--- config.mk ---
export PLATFORM = sky130hd
export DESIGN_NAME = mgmt_bus_master
export DESIGN_NICKNAME = d
export VERILOG_FILES = /design/src/rtl/mgb_pkg.sv /design/src/rtl/mgb_clkgen.sv /design/src/rtl/mgb_shifter.sv /design/src/rtl/mgb_regs.sv /design/src/rtl/mgmt_bus_master.sv
export SDC_FILE = /design/constraint.sdc
export NUM_CORES = 1
export LEC_CHECK = 0
export CORE_AREA = 10 10 122 124
export CTS_BUF_LIST = sky130_fd_sc_hd__clkbuf_8
export CTS_CLUSTER_DIAMETER = 30
export DETAILED_ROUTE_END_ITERATION = 10
export DIE_AREA = 0 0 132 134
export PLACE_DENSITY = 0.77
export SETUP_SLACK_MARGIN = 0.3
export SYNTH_ARGS = -nofsm -noshare
export SYNTH_HDL_FRONTEND = slang
export SYNTH_SLANG_ARGS = --single-unit
--- constraint.sdc ---
create_clock -name clk -period 3.7 [get_ports clk]
set_input_delay 0.555 -clock clk [delete_from_list [all_inputs] [get_ports clk]]
set_output_delay 0.555 -clock clk [all_outputs]
set_load 0.01 [all_outputs]
--- src/rtl/mgb_pkg.sv ---
package mgb_pkg;
  localparam int PHY_W    = 5;
  localparam int DATA_W   = 16;
  localparam int REG_AW   = 3;
  localparam int BUS_W    = 32;
  localparam int RGAD_LSB = 8;

  localparam logic [REG_AW-1:0] RA_MODE = 3'd0;
  localparam logic [REG_AW-1:0] RA_CMD  = 3'd1;
  localparam logic [REG_AW-1:0] RA_ADDR = 3'd2;
  localparam logic [REG_AW-1:0] RA_TXD  = 3'd3;
  localparam logic [REG_AW-1:0] RA_RXD  = 3'd4;
  localparam logic [REG_AW-1:0] RA_STAT = 3'd5;

  localparam int CMD_SCAN = 0;
  localparam int CMD_RD   = 1;
  localparam int CMD_WR   = 2;

  localparam int ST_LINK = 0;
  localparam int ST_BUSY = 1;
  localparam int ST_INV  = 2;

  typedef enum logic {SH_IDLE, SH_RUN} sh_state_e;
endpackage

--- src/rtl/mgb_clkgen.sv ---
module mgb_clkgen #(
  parameter int HALF_W = 7
) (
  input  logic              clk,
  input  logic              rst_n,
  input  logic [HALF_W-1:0] half_cnt,
  output logic              mdc,
  output logic              rise_tick,
  output logic              fall_tick
);
  logic [HALF_W-1:0] cnt_q, cnt_d;
  logic              mdc_q, mdc_d;
  logic              term;

  always_comb begin
    term  = (cnt_q >= (half_cnt - HALF_W'(1)));
    cnt_d = term ? '0 : cnt_q + HALF_W'(1);
    mdc_d = term ? ~mdc_q : mdc_q;
  end

  always_ff @(posedge clk or negedge rst_n) begin
    if (!rst_n) begin
      cnt_q <= '0;
      mdc_q <= 1'b0;
    end else begin
      cnt_q <= cnt_d;
      mdc_q <= mdc_d;
    end
  end

  assign mdc       = mdc_q;
  assign rise_tick = term & ~mdc_q;
  assign fall_tick = term & mdc_q;
endmodule

--- src/rtl/mgb_shifter.sv ---
module mgb_shifter
  import mgb_pkg::*;
#(
  parameter int PRE_LEN = 32
) (
  input  logic              clk,
  input  logic              rst_n,
  input  logic              start,
  input  logic              start_wr,
  input  logic              nopre,
  input  logic [PHY_W-1:0]  phy,
  input  logic [PHY_W-1:0]  regad,
  input  logic [DATA_W-1:0] wdata,
  input  logic              rise_tick,
  input  logic              fall_tick,
  input  logic              mdio_in,
  output logic              busy,
  output logic              done,
  output logic [DATA_W-1:0] rdata,
  output logic              mdio_out,
  output logic              mdio_oe
);
  localparam int HDR_LEN   = 2 + 2 + 2 * PHY_W + 2;
  localparam int FRAME_LEN = PRE_LEN + HDR_LEN + DATA_W;
  localparam int IDX_W     = $clog2(FRAME_LEN);
  localparam logic [IDX_W-1:0] LAST_I = IDX_W'(FRAME_LEN - 1);
  localparam logic [IDX_W-1:0] TA_I   = IDX_W'(PRE_LEN + HDR_LEN - 2);
  localparam logic [IDX_W-1:0] DATA_I = IDX_W'(PRE_LEN + HDR_LEN);
  localparam logic [IDX_W-1:0] PRE_I  = IDX_W'(PRE_LEN);

  sh_state_e             st_q, st_d;
  logic [IDX_W-1:0]      idx_q, idx_d, nidx;
  logic                  act_q, act_d;
  logic                  wr_q, wr_d;
  logic [FRAME_LEN-1:0]  frm_q, frm_d;
  logic                  out_q, out_d, oe_q, oe_d;
  logic [DATA_W-1:0]     rx_q, rx_d;
  logic                  fin;

  always_comb begin
    st_d  = st_q;
    idx_d = idx_q;
    act_d = act_q;
    wr_d  = wr_q;
    frm_d = frm_q;
    out_d = out_q;
    oe_d  = oe_q;
    rx_d  = rx_q;
    fin   = 1'b0;
    nidx  = act_q ? idx_q + IDX_W'(1) : idx_q;
    case (st_q)
      SH_IDLE: begin
        if (start) begin
          st_d  = SH_RUN;
          wr_d  = start_wr;
          act_d = 1'b0;
          idx_d = nopre ? PRE_I : '0;
          frm_d = {{PRE_LEN{1'b1}}, 2'b01, (start_wr ? 2'b01 : 2'b10),
                   phy, regad, 2'b10,
                   (start_wr ? wdata : {DATA_W{1'b1}})};
        end
      end
      default: begin
        if (fall_tick) begin
          if (act_q && (idx_q == LAST_I)) begin
            fin   = 1'b1;
            st_d  = SH_IDLE;
            oe_d  = 1'b0;
            out_d = 1'b1;
          end else begin
            idx_d = nidx;
            act_d = 1'b1;
            out_d = frm_q[LAST_I - nidx];
            oe_d  = wr_q || (nidx < TA_I);
          end
        end
        if (rise_tick && act_q && !wr_q && (idx_q >= DATA_I))
          rx_d = {rx_q[DATA_W-2:0], mdio_in};
      end
    endcase
  end

  always_ff @(posedge clk or negedge rst_n) begin
    if (!rst_n) begin
      st_q  <= SH_IDLE;
      idx_q <= '0;
      act_q <= 1'b0;
      wr_q  <= 1'b0;
      frm_q <= '0;
      out_q <= 1'b1;
      oe_q  <= 1'b0;
      rx_q  <= '0;
    end else begin
      st_q  <= st_d;
      idx_q <= idx_d;
      act_q <= act_d;
      wr_q  <= wr_d;
      frm_q <= frm_d;
      out_q <= out_d;
      oe_q  <= oe_d;
      rx_q  <= rx_d;
    end
  end

  assign busy     = (st_q == SH_RUN);
  assign done     = fin;
  assign rdata    = rx_q;
  assign mdio_out = out_q;
  assign mdio_oe  = oe_q;
endmodule

--- src/rtl/mgb_regs.sv ---
module mgb_regs
  import mgb_pkg::*;
#(
  parameter int             DIV_W     = 8,
  parameter logic [7:0]     DIV_RESET = 8'd10,
  parameter int             SCAN_REG  = 1,
  parameter int             LINK_BIT  = 2
) (
  input  logic              clk,
  input  logic              rst_n,
  input  logic              reg_wr,
  input  logic [REG_AW-1:0] reg_addr,
  input  logic [BUS_W-1:0]  reg_wdata,
  output logic [BUS_W-1:0]  reg_rdata,
  input  logic              sh_busy,
  input  logic              sh_done,
  input  logic [DATA_W-1:0] sh_rdata,
  output logic [DIV_W-2:0]  half_cnt,
  output logic              nopre,
  output logic              start,
  output logic              start_wr,
  output logic [PHY_W-1:0]  phy,
  output logic [PHY_W-1:0]  regad,
  output logic [DATA_W-1:0] txd
);
  localparam int CMD_W = CMD_WR + 1;

  logic [DIV_W-1:0]  div_q, div_d;
  logic              nopre_q, nopre_d;
  logic [CMD_W-1:0]  cmd_q, cmd_d;
  logic [PHY_W-1:0]  phy_q, phy_d, rga_q, rga_d;
  logic [DATA_W-1:0] txd_q, txd_d, rxd_q, rxd_d;
  logic              link_q, link_d, inv_q, inv_d;
  logic              xwr_q, xwr_d, xscan_q, xscan_d;
  logic              wr_cmd, issue_wr, issue_rd, want_scan, scan_enable;
  logic              unused_wbits;

  assign unused_wbits = ^reg_wdata;

  always_comb begin
    wr_cmd      = reg_wr && (reg_addr == RA_CMD);
    issue_wr    = wr_cmd && reg_wdata[CMD_WR];
    issue_rd    = wr_cmd && reg_wdata[CMD_RD] && !reg_wdata[CMD_WR];
    want_scan   = wr_cmd ? reg_wdata[CMD_SCAN] : cmd_q[CMD_SCAN];
    scan_enable = wr_cmd && reg_wdata[CMD_SCAN] && !cmd_q[CMD_SCAN];
    start       = !sh_busy && (issue_wr || issue_rd || want_scan);
    start_wr    = issue_wr;
  end

  always_comb begin
    div_d   = div_q;
    nopre_d = nopre_q;
    cmd_d   = cmd_q;
    phy_d   = phy_q;
    rga_d   = rga_q;
    txd_d   = txd_q;
    rxd_d   = rxd_q;
    link_d  = link_q;
    inv_d   = inv_q;
    xwr_d   = xwr_q;
    xscan_d = xscan_q;
    if (reg_wr) begin
      case (reg_addr)
        RA_MODE: begin
          div_d   = {reg_wdata[DIV_W-1:1], 1'b0};
          nopre_d = reg_wdata[DIV_W];
        end
        RA_CMD:  cmd_d = reg_wdata[CMD_W-1:0];
        RA_ADDR: begin
          phy_d = reg_wdata[PHY_W-1:0];
          rga_d = reg_wdata[RGAD_LSB +: PHY_W];
        end
        RA_TXD:  txd_d = reg_wdata[DATA_W-1:0];
        default: ;
      endcase
    end
    if (sh_done) begin
      if (!xwr_q)
        rxd_d = sh_rdata;
      if (xscan_q) begin
        link_d = ~sh_rdata[LINK_BIT];
        inv_d  = 1'b0;
      end
    end
    if (scan_enable)
      inv_d = 1'b1;
    if (start) begin
      xwr_d   = issue_wr;
      xscan_d = !(issue_wr || issue_rd);
    end
  end

  always_ff @(posedge clk or negedge rst_n) begin
    if (!rst_n) begin
      div_q   <= DIV_W'(DIV_RESET);
      nopre_q <= 1'b0;
      cmd_q   <= '0;
      phy_q   <= '0;
      rga_q   <= '0;
      txd_q   <= '0;
      rxd_q   <= '0;
      link_q  <= 1'b0;
      inv_q   <= 1'b0;
      xwr_q   <= 1'b0;
      xscan_q <= 1'b0;
    end else begin
      div_q   <= div_d;
      nopre_q <= nopre_d;
      cmd_q   <= cmd_d;
      phy_q   <= phy_d;
      rga_q   <= rga_d;
      txd_q   <= txd_d;
      rxd_q   <= rxd_d;
      link_q  <= link_d;
      inv_q   <= inv_d;
      xwr_q   <= xwr_d;
      xscan_q <= xscan_d;
    end
  end

  always_comb begin
    reg_rdata = '0;
    case (reg_addr)
      RA_MODE: reg_rdata = BUS_W'({nopre_q, div_q});
      RA_CMD:  reg_rdata = BUS_W'(cmd_q);
      RA_ADDR: reg_rdata = BUS_W'({rga_q, {(RGAD_LSB-PHY_W){1'b0}}, phy_q});
      RA_TXD:  reg_rdata = BUS_W'(txd_q);
      RA_RXD:  reg_rdata = BUS_W'(rxd_q);
      RA_STAT: begin
        reg_rdata[ST_LINK] = link_q;
        reg_rdata[ST_BUSY] = sh_busy | cmd_q[CMD_SCAN];
        reg_rdata[ST_INV]  = inv_q;
      end
      default: ;
    endcase
  end

  assign half_cnt = (div_q[DIV_W-1:1] == '0) ? (DIV_W-1)'(1) : div_q[DIV_W-1:1];
  assign nopre    = nopre_q;
  assign phy      = phy_q;
  assign regad    = (issue_wr || issue_rd) ? rga_q : PHY_W'(SCAN_REG);
  assign txd      = txd_q;
endmodule

--- src/rtl/mgmt_bus_master.sv ---
module mgmt_bus_master
  import mgb_pkg::*;
#(
  parameter int         DIV_W     = 8,
  parameter logic [7:0] DIV_RESET = 8'd10,
  parameter int         PRE_LEN   = 32,
  parameter int         SCAN_REG  = 1,
  parameter int         LINK_BIT  = 2
) (
  input  logic              clk,
  input  logic              rst_n,
  input  logic              reg_wr,
  input  logic [REG_AW-1:0] reg_addr,
  input  logic [BUS_W-1:0]  reg_wdata,
  output logic [BUS_W-1:0]  reg_rdata,
  output logic              mdc,
  output logic              mdio_out,
  output logic              mdio_oe,
  input  logic              mdio_in
);
  logic [DIV_W-2:0]  half_cnt;
  logic              nopre, sh_start, sh_start_wr, sh_busy, sh_done;
  logic              rise_tick, fall_tick;
  logic [PHY_W-1:0]  phy, regad;
  logic [DATA_W-1:0] txd, sh_rdata;

  mgb_regs #(
    .DIV_W(DIV_W), .DIV_RESET(DIV_RESET), .SCAN_REG(SCAN_REG), .LINK_BIT(LINK_BIT)
  ) u_regs (
    .clk(clk), .rst_n(rst_n), .reg_wr(reg_wr), .reg_addr(reg_addr),
    .reg_wdata(reg_wdata), .reg_rdata(reg_rdata), .sh_busy(sh_busy),
    .sh_done(sh_done), .sh_rdata(sh_rdata), .half_cnt(half_cnt), .nopre(nopre),
    .start(sh_start), .start_wr(sh_start_wr), .phy(phy), .regad(regad), .txd(txd)
  );

  mgb_clkgen #(.HALF_W(DIV_W-1)) u_clk (
    .clk(clk), .rst_n(rst_n), .half_cnt(half_cnt), .mdc(mdc),
    .rise_tick(rise_tick), .fall_tick(fall_tick)
  );

  mgb_shifter #(.PRE_LEN(PRE_LEN)) u_shift (
    .clk(clk), .rst_n(rst_n), .start(sh_start), .start_wr(sh_start_wr),
    .nopre(nopre), .phy(phy), .regad(regad), .wdata(txd),
    .rise_tick(rise_tick), .fall_tick(fall_tick), .mdio_in(mdio_in),
    .busy(sh_busy), .done(sh_done), .rdata(sh_rdata),
    .mdio_out(mdio_out), .mdio_oe(mdio_oe)
  );
endmodule

==> results of run 1 <==
==> cells in the final DEF, fill, tap and decap left out, drive strengths merged, types with 11 or more instances in the layout <==
master,n
a21oi,19
clkbuf,17
nor2,34
mux2,71
o22ai,11
o21ai,41
conb,16
nand2,95
clkdlybuf4s50,40
dfrtp,116
buf,20
mux2i,29
==> metal layers <==
layer | vias to the layer above | global-route usage (%) | part of all wire [%]
met2 | 107 | 26.19 | 49
met5 | - | 0 | 0
met4 | 0 | 5.995 | 2.0
met1 | 2184 | 19.42 | 44
met3 | 22 | 4.444 | 4.9
li1 | 2090 | - | -
==> through the flow <==
step | utilization, % | hold WS (ns) | setup WS, ns | total power, mW
2_1_floorplan | - | 0.2594 | 0.3108 | 2.950
3_3_place_gp | 53.10 | 0.4619 | 0.4092 | 3.304
3_5_place_dp | 53.10 | 0.4808 | 0.3704 | 3.380
4_1_cts | 56.39 | 0.2368 | 0.3284 | 4.591
5_1_grt | 56.64 | 0.2654 | 0.3117 | 4.907
6_report | 56.64 | 0.2208 | 0.4480 | 4.586
==> worst min-delay path by stage <==
stage | slack [ns] | start | end | depth (start not counted)
6_report | 0.22 | rst_n | u_clk.cnt_q[2] | 1
2_1_floorplan | 0.26 | rst_n | u_clk.cnt_q[0] | 0
3_5_place_dp | 0.48 | u_shift.frm_q[27] | u_shift.frm_q[27] | 2
3_3_place_gp | 0.46 | u_regs.cmd_q[1] | u_regs.cmd_q[1] | 2
5_1_grt | 0.27 | rst_n | u_clk.cnt_q[2] | 1
4_1_cts | 0.24 | rst_n | u_clk.cnt_q[4] | 1
==> sequential cells by signal (all words and copies together), names as in the netlist, 5 cells and up <==
register	cells
u_regs.txd	16
u_clk.cnt_q	7
u_regs.phy	5
u_regs.rxd_q	16
u_regs.rga_q	5
u_shift.rdata	16
u_shift.idx_q	6
u_shift.frm_q	28
u_regs.div_q	7
==> report_power, final <==
group / switching (mW) / internal (mW) / total (mW) / leakage [nW]
Combinational: 0.718 / 0.690 / 1.41 / 1.51
Sequential: 0.367 / 1.61 / 1.97 / 1.50
Clock: 0.539 / 0.667 / 1.21 / 0.202
==> worst reg2reg max path, stage by stage, from the launching register on <==
cell	delay, ns
sky130_fd_sc_hd__dfrtp_1	0.49
sky130_fd_sc_hd__nor4_4	0.36
sky130_fd_sc_hd__a21oi_2	0.11
sky130_fd_sc_hd__ha_1	0.24
sky130_fd_sc_hd__nand2_1	0.08
sky130_fd_sc_hd__xor2_1	0.17
sky130_fd_sc_hd__ha_1	0.26
sky130_fd_sc_hd__a21oi_1	0.22
sky130_fd_sc_hd__o21ai_0	0.14
sky130_fd_sc_hd__o21bai_1	0.43
sky130_fd_sc_hd__mux2_2	0.39
sky130_fd_sc_hd__nand2_1	0.06
sky130_fd_sc_hd__o31ai_1	0.06
==> cell type report <==
cell class                 instances  area (um2)
clock buffer                      17       234.0
inverter                           5       18.77
sequential                       119        2982
multi-input combinational        419        2880
tap                              172       215.2
timing repair buffer              60       554.3
clock inverter                    14       176.4
fill                            1018        5405
==> cells in the mapped netlist, types with 4 or more instances <==
cell	number
sky130_fd_sc_hd__o22ai_1	11
sky130_fd_sc_hd__nor2_1	32
sky130_fd_sc_hd__nor2b_1	4
sky130_fd_sc_hd__inv_1	4
sky130_fd_sc_hd__nand4_1	4
sky130_fd_sc_hd__nand2_1	95
sky130_fd_sc_hd__nand3_1	7
sky130_fd_sc_hd__xor2_1	7
sky130_fd_sc_hd__a21oi_1	19
sky130_fd_sc_hd__mux2_2	71
sky130_fd_sc_hd__dfrtp_1	116
sky130_fd_sc_hd__nand2b_1	7
sky130_fd_sc_hd__xnor2_1	10
sky130_fd_sc_hd__a22oi_1	5
sky130_fd_sc_hd__ha_1	10
sky130_fd_sc_hd__buf_2	11
sky130_fd_sc_hd__a22o_1	7
sky130_fd_sc_hd__clkbuf_1	21
sky130_fd_sc_hd__buf_4	17
sky130_fd_sc_hd__mux2i_1	29
sky130_fd_sc_hd__nor3_1	5
sky130_fd_sc_hd__o21ai_0	40
==> what timing repair did <==
item	4_1_cts	5_1_grt
setup buffers	0	0
endpoints found under the hold margin	0	0
setup endpoints to repair	0	24
resized for setup	0	7
==> kinds of logic after synthesis <==
kind of cell	count (synthesis)	synth area share, %
XOR/XNOR	17	2.456
multiplexers	101	18.35
AND/OR/NAND/NOR	171	12.53
flip-flops	119	49.17
adder cells (fa/ha/maj)	10	2.064
other	1	0.06185
buffers and inverters	55	4.808
AO/OA/AOI/OAI	104	10.57
==> out/metrics.yaml, run 1 <==
status:
  result_of_the_run: "finished, final reports clean"
sta:
  maxSlewHeadroom_pct: 43.89
  finalCritPeriodShare_pct: 87.89
  unrepaired_setup_endpoints_after_global_routing: "no"
  tightest_slew_ns: 0.8416
  fin_setup_tns_ns: 0
  clock_skew_ns: 0.009079
  timing_max_transition_violations_final: 0
  period_needed_ns: 3.252
  final-setup-viol-count: 0
  timing_hold_violations_final: 0
  achievable_frequency_mhz: 307.5
power:
  pwr_density_cell_nw_per_um2: 649.5
  static-leakage-power_nw: 3.212
  ir_drop_v: 0.0002963
yosys:
  ys_warn_count: 0
  synthesis.instances: 578
  netlist-cell-type-count: 53
  seq_area_frac_synth_pct: 49.17
  number_of_synthesized_flops_with_an_enable_pin: 0
  synth_seq_cells: 119
  synth_area_per_cell_um2: 10.49
  synthFlopType: "sky130_fd_sc_hd__dfrtp_1"
  synth.largest_area_cell: "sky130_fd_sc_hd__dfrtp_1"
  synth.cell_area_um2: 6063
  async_flop_share_pct: 100.0
  synth_top_cell_area_share_pct: 47.87
  yosys-top-cells-area: "sky130_fd_sc_hd__dfrtp_1, sky130_fd_sc_hd__mux2_2, sky130_fd_sc_hd__nand2_1"
drt:
  routed_wl_um: 13720
  drcViolationCount: 0
  avgRoutedWirePerCell_um: 17.03
  drt.antenna.violating_nets: 0
  vias_per_cell: 5.463
  drt_iter0_drc: 272
  vias: 4403
  number_of_iterations_in_the_first_detailed_routing_pass: 4
global_routing:
  antenna_found_initial: 0
  grt_start_max_net_pins: 68
  global_route.overflow_total: 0
  grt_pass1_wl_um: 23280
  grt_util_all_layers_pct: 15.89
  vias_in_the_first_global_route: 4542
floorplanning:
  initial_core_util_pct: 48.64
  die_x_um: 132
  core-area_um2: 12470
  die_h_um: 134
  die_area_um2: 17690
  placement_rows: 41
  ioPinCount: 74
worst_setup_path:
  worstSetupEndpointType: "output pin"
  ff2ff_setup_slack_ns: 0.53
  worstSetupPathDepth: 7
  timing.critical_path.max_delay_family: "buffers and inverters"
  path_cells: "clkdlybuf4s50_1, buf_4, nor2b_1, buf_4, a22oi_1, o21ai_0, clkdlybuf4s50_1"
  worst_r2r_endpoint: "u_shift.idx_q[3]"
  startpoint_type_of_the_worst_setup_path: "input port"
  crit_type: "in -> out"
  critical_path_peak_fanout: 14
  setup.worst_path.start: "reg_addr[2]"
  worst-endpoint-arrival_ns: 2.70
  required_ns: 3.14
  timing.critical_path.slowest_cell_delay_ns: 0.61
  critical-path-slowest-cell: "sky130_fd_sc_hd__clkdlybuf4s50_1"
  worst_r2r_startpoint: "u_regs.div_q[4]"
  endpoint: "reg_rdata[9]"
  rr_worst_depth: 12
  critPathBufInv: 4
cts:
  cts.root.buffer_cell: "sky130_fd_sc_hd__clkbuf_8"
  cts_max_level: 4
  cts-buffers-inserted: 17
  tritoncts_clock_tree: "yes"
  holdBufCountCts: 0
  clock-sinks: 119
  clk_latency_ns: 0.43
  clock_path_buffers: 2
  reg_clk_slew_reported_paths_ns: 0.07
final_layout:
  areaGrowthSynthToFinish_pct: 16.45
  diodes: 0
  design.final.nets: 671
  final_cell_area_um2: 7061
  finalNonFillerCells: 806
  layout-drive-gt1-share_pct: 22.08
placement:
  cell_area_placed_um2: 6619
  place.detailed.hpwl_um: 10110
  portBuffers: 41
  place.detailed.instances: 775
  gp_congestion: 0.8448
run:
  drv_cap: 0
hold_path:
  hp_class: "in -> async"
(Power assumes the default switching activity.)
==> run 2: changes to the inputs <==
CELL_PAD_IN_SITES_DETAIL_PLACEMENT = 2   (was not set)
CELL_PAD_IN_SITES_GLOBAL_PLACEMENT = 2   (was not set)
CORE_AREA = 10 10 140 142   (was 10 10 122 124)
DIE_AREA = 0 0 150 152   (was 0 0 132 134)
PLACE_DENSITY = 0.86   (was 0.77)
==> out/metrics.yaml, run 2 (synthesized netlist as in run 1, its figures left out) <==
status:
  result_of_the_run: "finished, final reports clean"
run:
  drv_cap: 0
sta:
  timing_max_transition_violations_final: 0
  unrepaired_setup_endpoints_after_global_routing: "no"
  tightest_slew_ns: 0.8198
  period_needed_ns: 3.328
  clock_skew_ns: 0.01210
  achievable_frequency_mhz: 300.5
  timing_hold_violations_final: 0
  timing.hold.ws_ns: 0.1594
  timing.final.ws_setup_ns: 0.3720
  finalCritPeriodShare_pct: 89.95
  maxSlewHeadroom_pct: 45.11
  final-setup-viol-count: 0
final_layout:
  registers.top_by_ff_count: "u_shift.frm_q"
  final_util_pct: 42.23
  final_common_cell: "sky130_fd_sc_hd__dfrtp_1"
  diodes: 0
  layout-drive-gt1-share_pct: 23.44
  design.final.nets: 676
  layout.cells.most_common_list: "sky130_fd_sc_hd__dfrtp_1, sky130_fd_sc_hd__nand2_1, sky130_fd_sc_hd__mux2_2, sky130_fd_sc_hd__o21ai_0, sky130_fd_sc_hd__clkdlybuf4s50_1"
  final_cell_area_um2: 7152
  areaGrowthSynthToFinish_pct: 17.95
  largest_register_ff_count: 28
floorplanning:
  ioPinCount: 74
  die_h_um: 152
  placement_rows: 48
  die_x_um: 150
  core-area_um2: 16940
  die_area_um2: 22800
  initial_core_util_pct: 35.80
worst_setup_path:
  worstSetupEndpointType: "output pin"
  startpoint_type_of_the_worst_setup_path: "input port"
  setup.worst_path.start: "reg_addr[1]"
  worst_r2r_endpoint: "u_regs.rxd_q[11]"
  critical-path-slowest-cell: "sky130_fd_sc_hd__clkdlybuf4s50_1"
  path_cells: "clkdlybuf4s50_1, buf_4, mux2i_1, nor2_1, a21oi_1, o21ai_0, clkdlybuf4s50_1"
  crit_type: "in -> out"
  rr_worst_depth: 15
  critical_path_peak_fanout: 10
  worst_r2r_startpoint: "u_regs.div_q[3]"
  critical-path-top-cell-by-count: "sky130_fd_sc_hd__clkdlybuf4s50_1"
  endpoint: "reg_rdata[3]"
  worst-endpoint-arrival_ns: 2.77
  critPathBufInv: 3
  timing.critical_path.slowest_cell_delay_ns: 0.69
  required_ns: 3.14
  timing.critical_path.max_delay_family: "buffers and inverters"
  worstSetupPathDepth: 7
  ff2ff_setup_slack_ns: 0.48
cts:
  clk_latency_ns: 0.45
  reg_clk_slew_reported_paths_ns: 0.07
  holdBufCountCts: 0
  tritoncts_clock_tree: "yes"
  clock_path_buffers: 2
  cts.root.buffer_cell: "sky130_fd_sc_hd__clkbuf_8"
  cts-buffers-inserted: 17
  clock-sinks: 119
  cts_max_level: 4
global_routing:
  global_route.overflow_total: 0
  antenna_found_initial: 0
  grt_util_all_layers_pct: 17.91
  groute.layer.met3.usage_pct: 3.594
  busiest_layer_in_global_routing: "met2"
  grt_pass1_wl_um: 32040
  vias_in_the_first_global_route: 5385
  use_met2_pct: 31.73
  grt_start_max_net_pins: 66
  globalRouteMet1Util_pct: 20.52
drt:
  drcViolationCount: 0
  routed_wl_um: 20160
  avgRoutedWirePerCell_um: 23.31
  vias_per_cell: 5.443
  number_of_iterations_in_the_first_detailed_routing_pass: 4
  drt.antenna.violating_nets: 0
  drt_iter0_drc: 247
  vias: 4708
placement:
  pre_cts_slack_ns: -0.05163
  cell_area_placed_um2: 6725
  place.detailed.hpwl_um: 14190
  portBuffers: 41
  gp_congestion: 0.8021
power:
  pwr_density_cell_nw_per_um2: 652.9
  post-layout-total-power_mw: 4.670
  ir_drop_v: 0.0002803
  static-leakage-power_nw: 3.230
hold_path:
  hp_class: "in -> async"
run 2: worst min-delay path by stage:
stage                   endpoint  slack (ns)              start
4_1_cts         u_shift.idx_q[5]        0.17              rst_n
6_report            u_shift.busy        0.16              rst_n
2_1_floorplan     u_clk.cnt_q[0]        0.26              rst_n
3_3_place_gp   u_shift.frm_q[23]        0.46  u_shift.frm_q[23]
3_5_place_dp      u_clk.cnt_q[0]        0.49     u_clk.cnt_q[0]
5_1_grt         u_shift.idx_q[5]        0.19              rst_n
run 2: area by class of cell:
class | instances | area [um2]
Clock buffer | 17 | 234.0
Tap cell | 225 | 281.5
Timing Repair Buffer | 65 | 623.1
Inverter | 5 | 18.77
Clock inverter | 15 | 116.4
Multi-Input combinational cell | 419 | 2895
Fill cell | 1775 | 9784
Sequential cell | 119 | 2983
run 2: worst reg2reg max path, delay by kind of cell (launching register included):
kind	cells	cell delay (ns)
buf+inv	1	0.19
fa+ha+maj	2	0.59
simple gates	8	0.85
flops	1	0.59
xor+xnor	1	0.17
mux	1	0.38
compound gates	2	0.34
run 2: layer usage:
| layer | up-vias | routed length [um] |
|---|---|---|
| met3 | 38 | 588 |
| met1 | 2466 | 8155 |
| met5 | - | 0 |
| met4 | 0 | 519 |
| li1 | 2109 | - |
| met2 | 95 | 10900 |
run 2: power by group:
group	internal, mW	total (mW)	switching (mW)
registers	1.61	1.99	0.388
logic	0.719	1.61	0.887
clock network	0.472	1.07	0.598
run 2: what timing repair did:
action,in CTS,in global routing
resized for setup,11,4
pin swaps,0,4
setup buffers,0,3
gates cloned,0,0
endpoints found under the setup margin,50,19
run 2: through the flow:
step	TNS, ns	std cells
2_1_floorplan	0	593
3_3_place_gp	0	830
3_5_place_dp	-0.5459	830
4_1_cts	0	862
5_1_grt	0	865
6_report	0	865
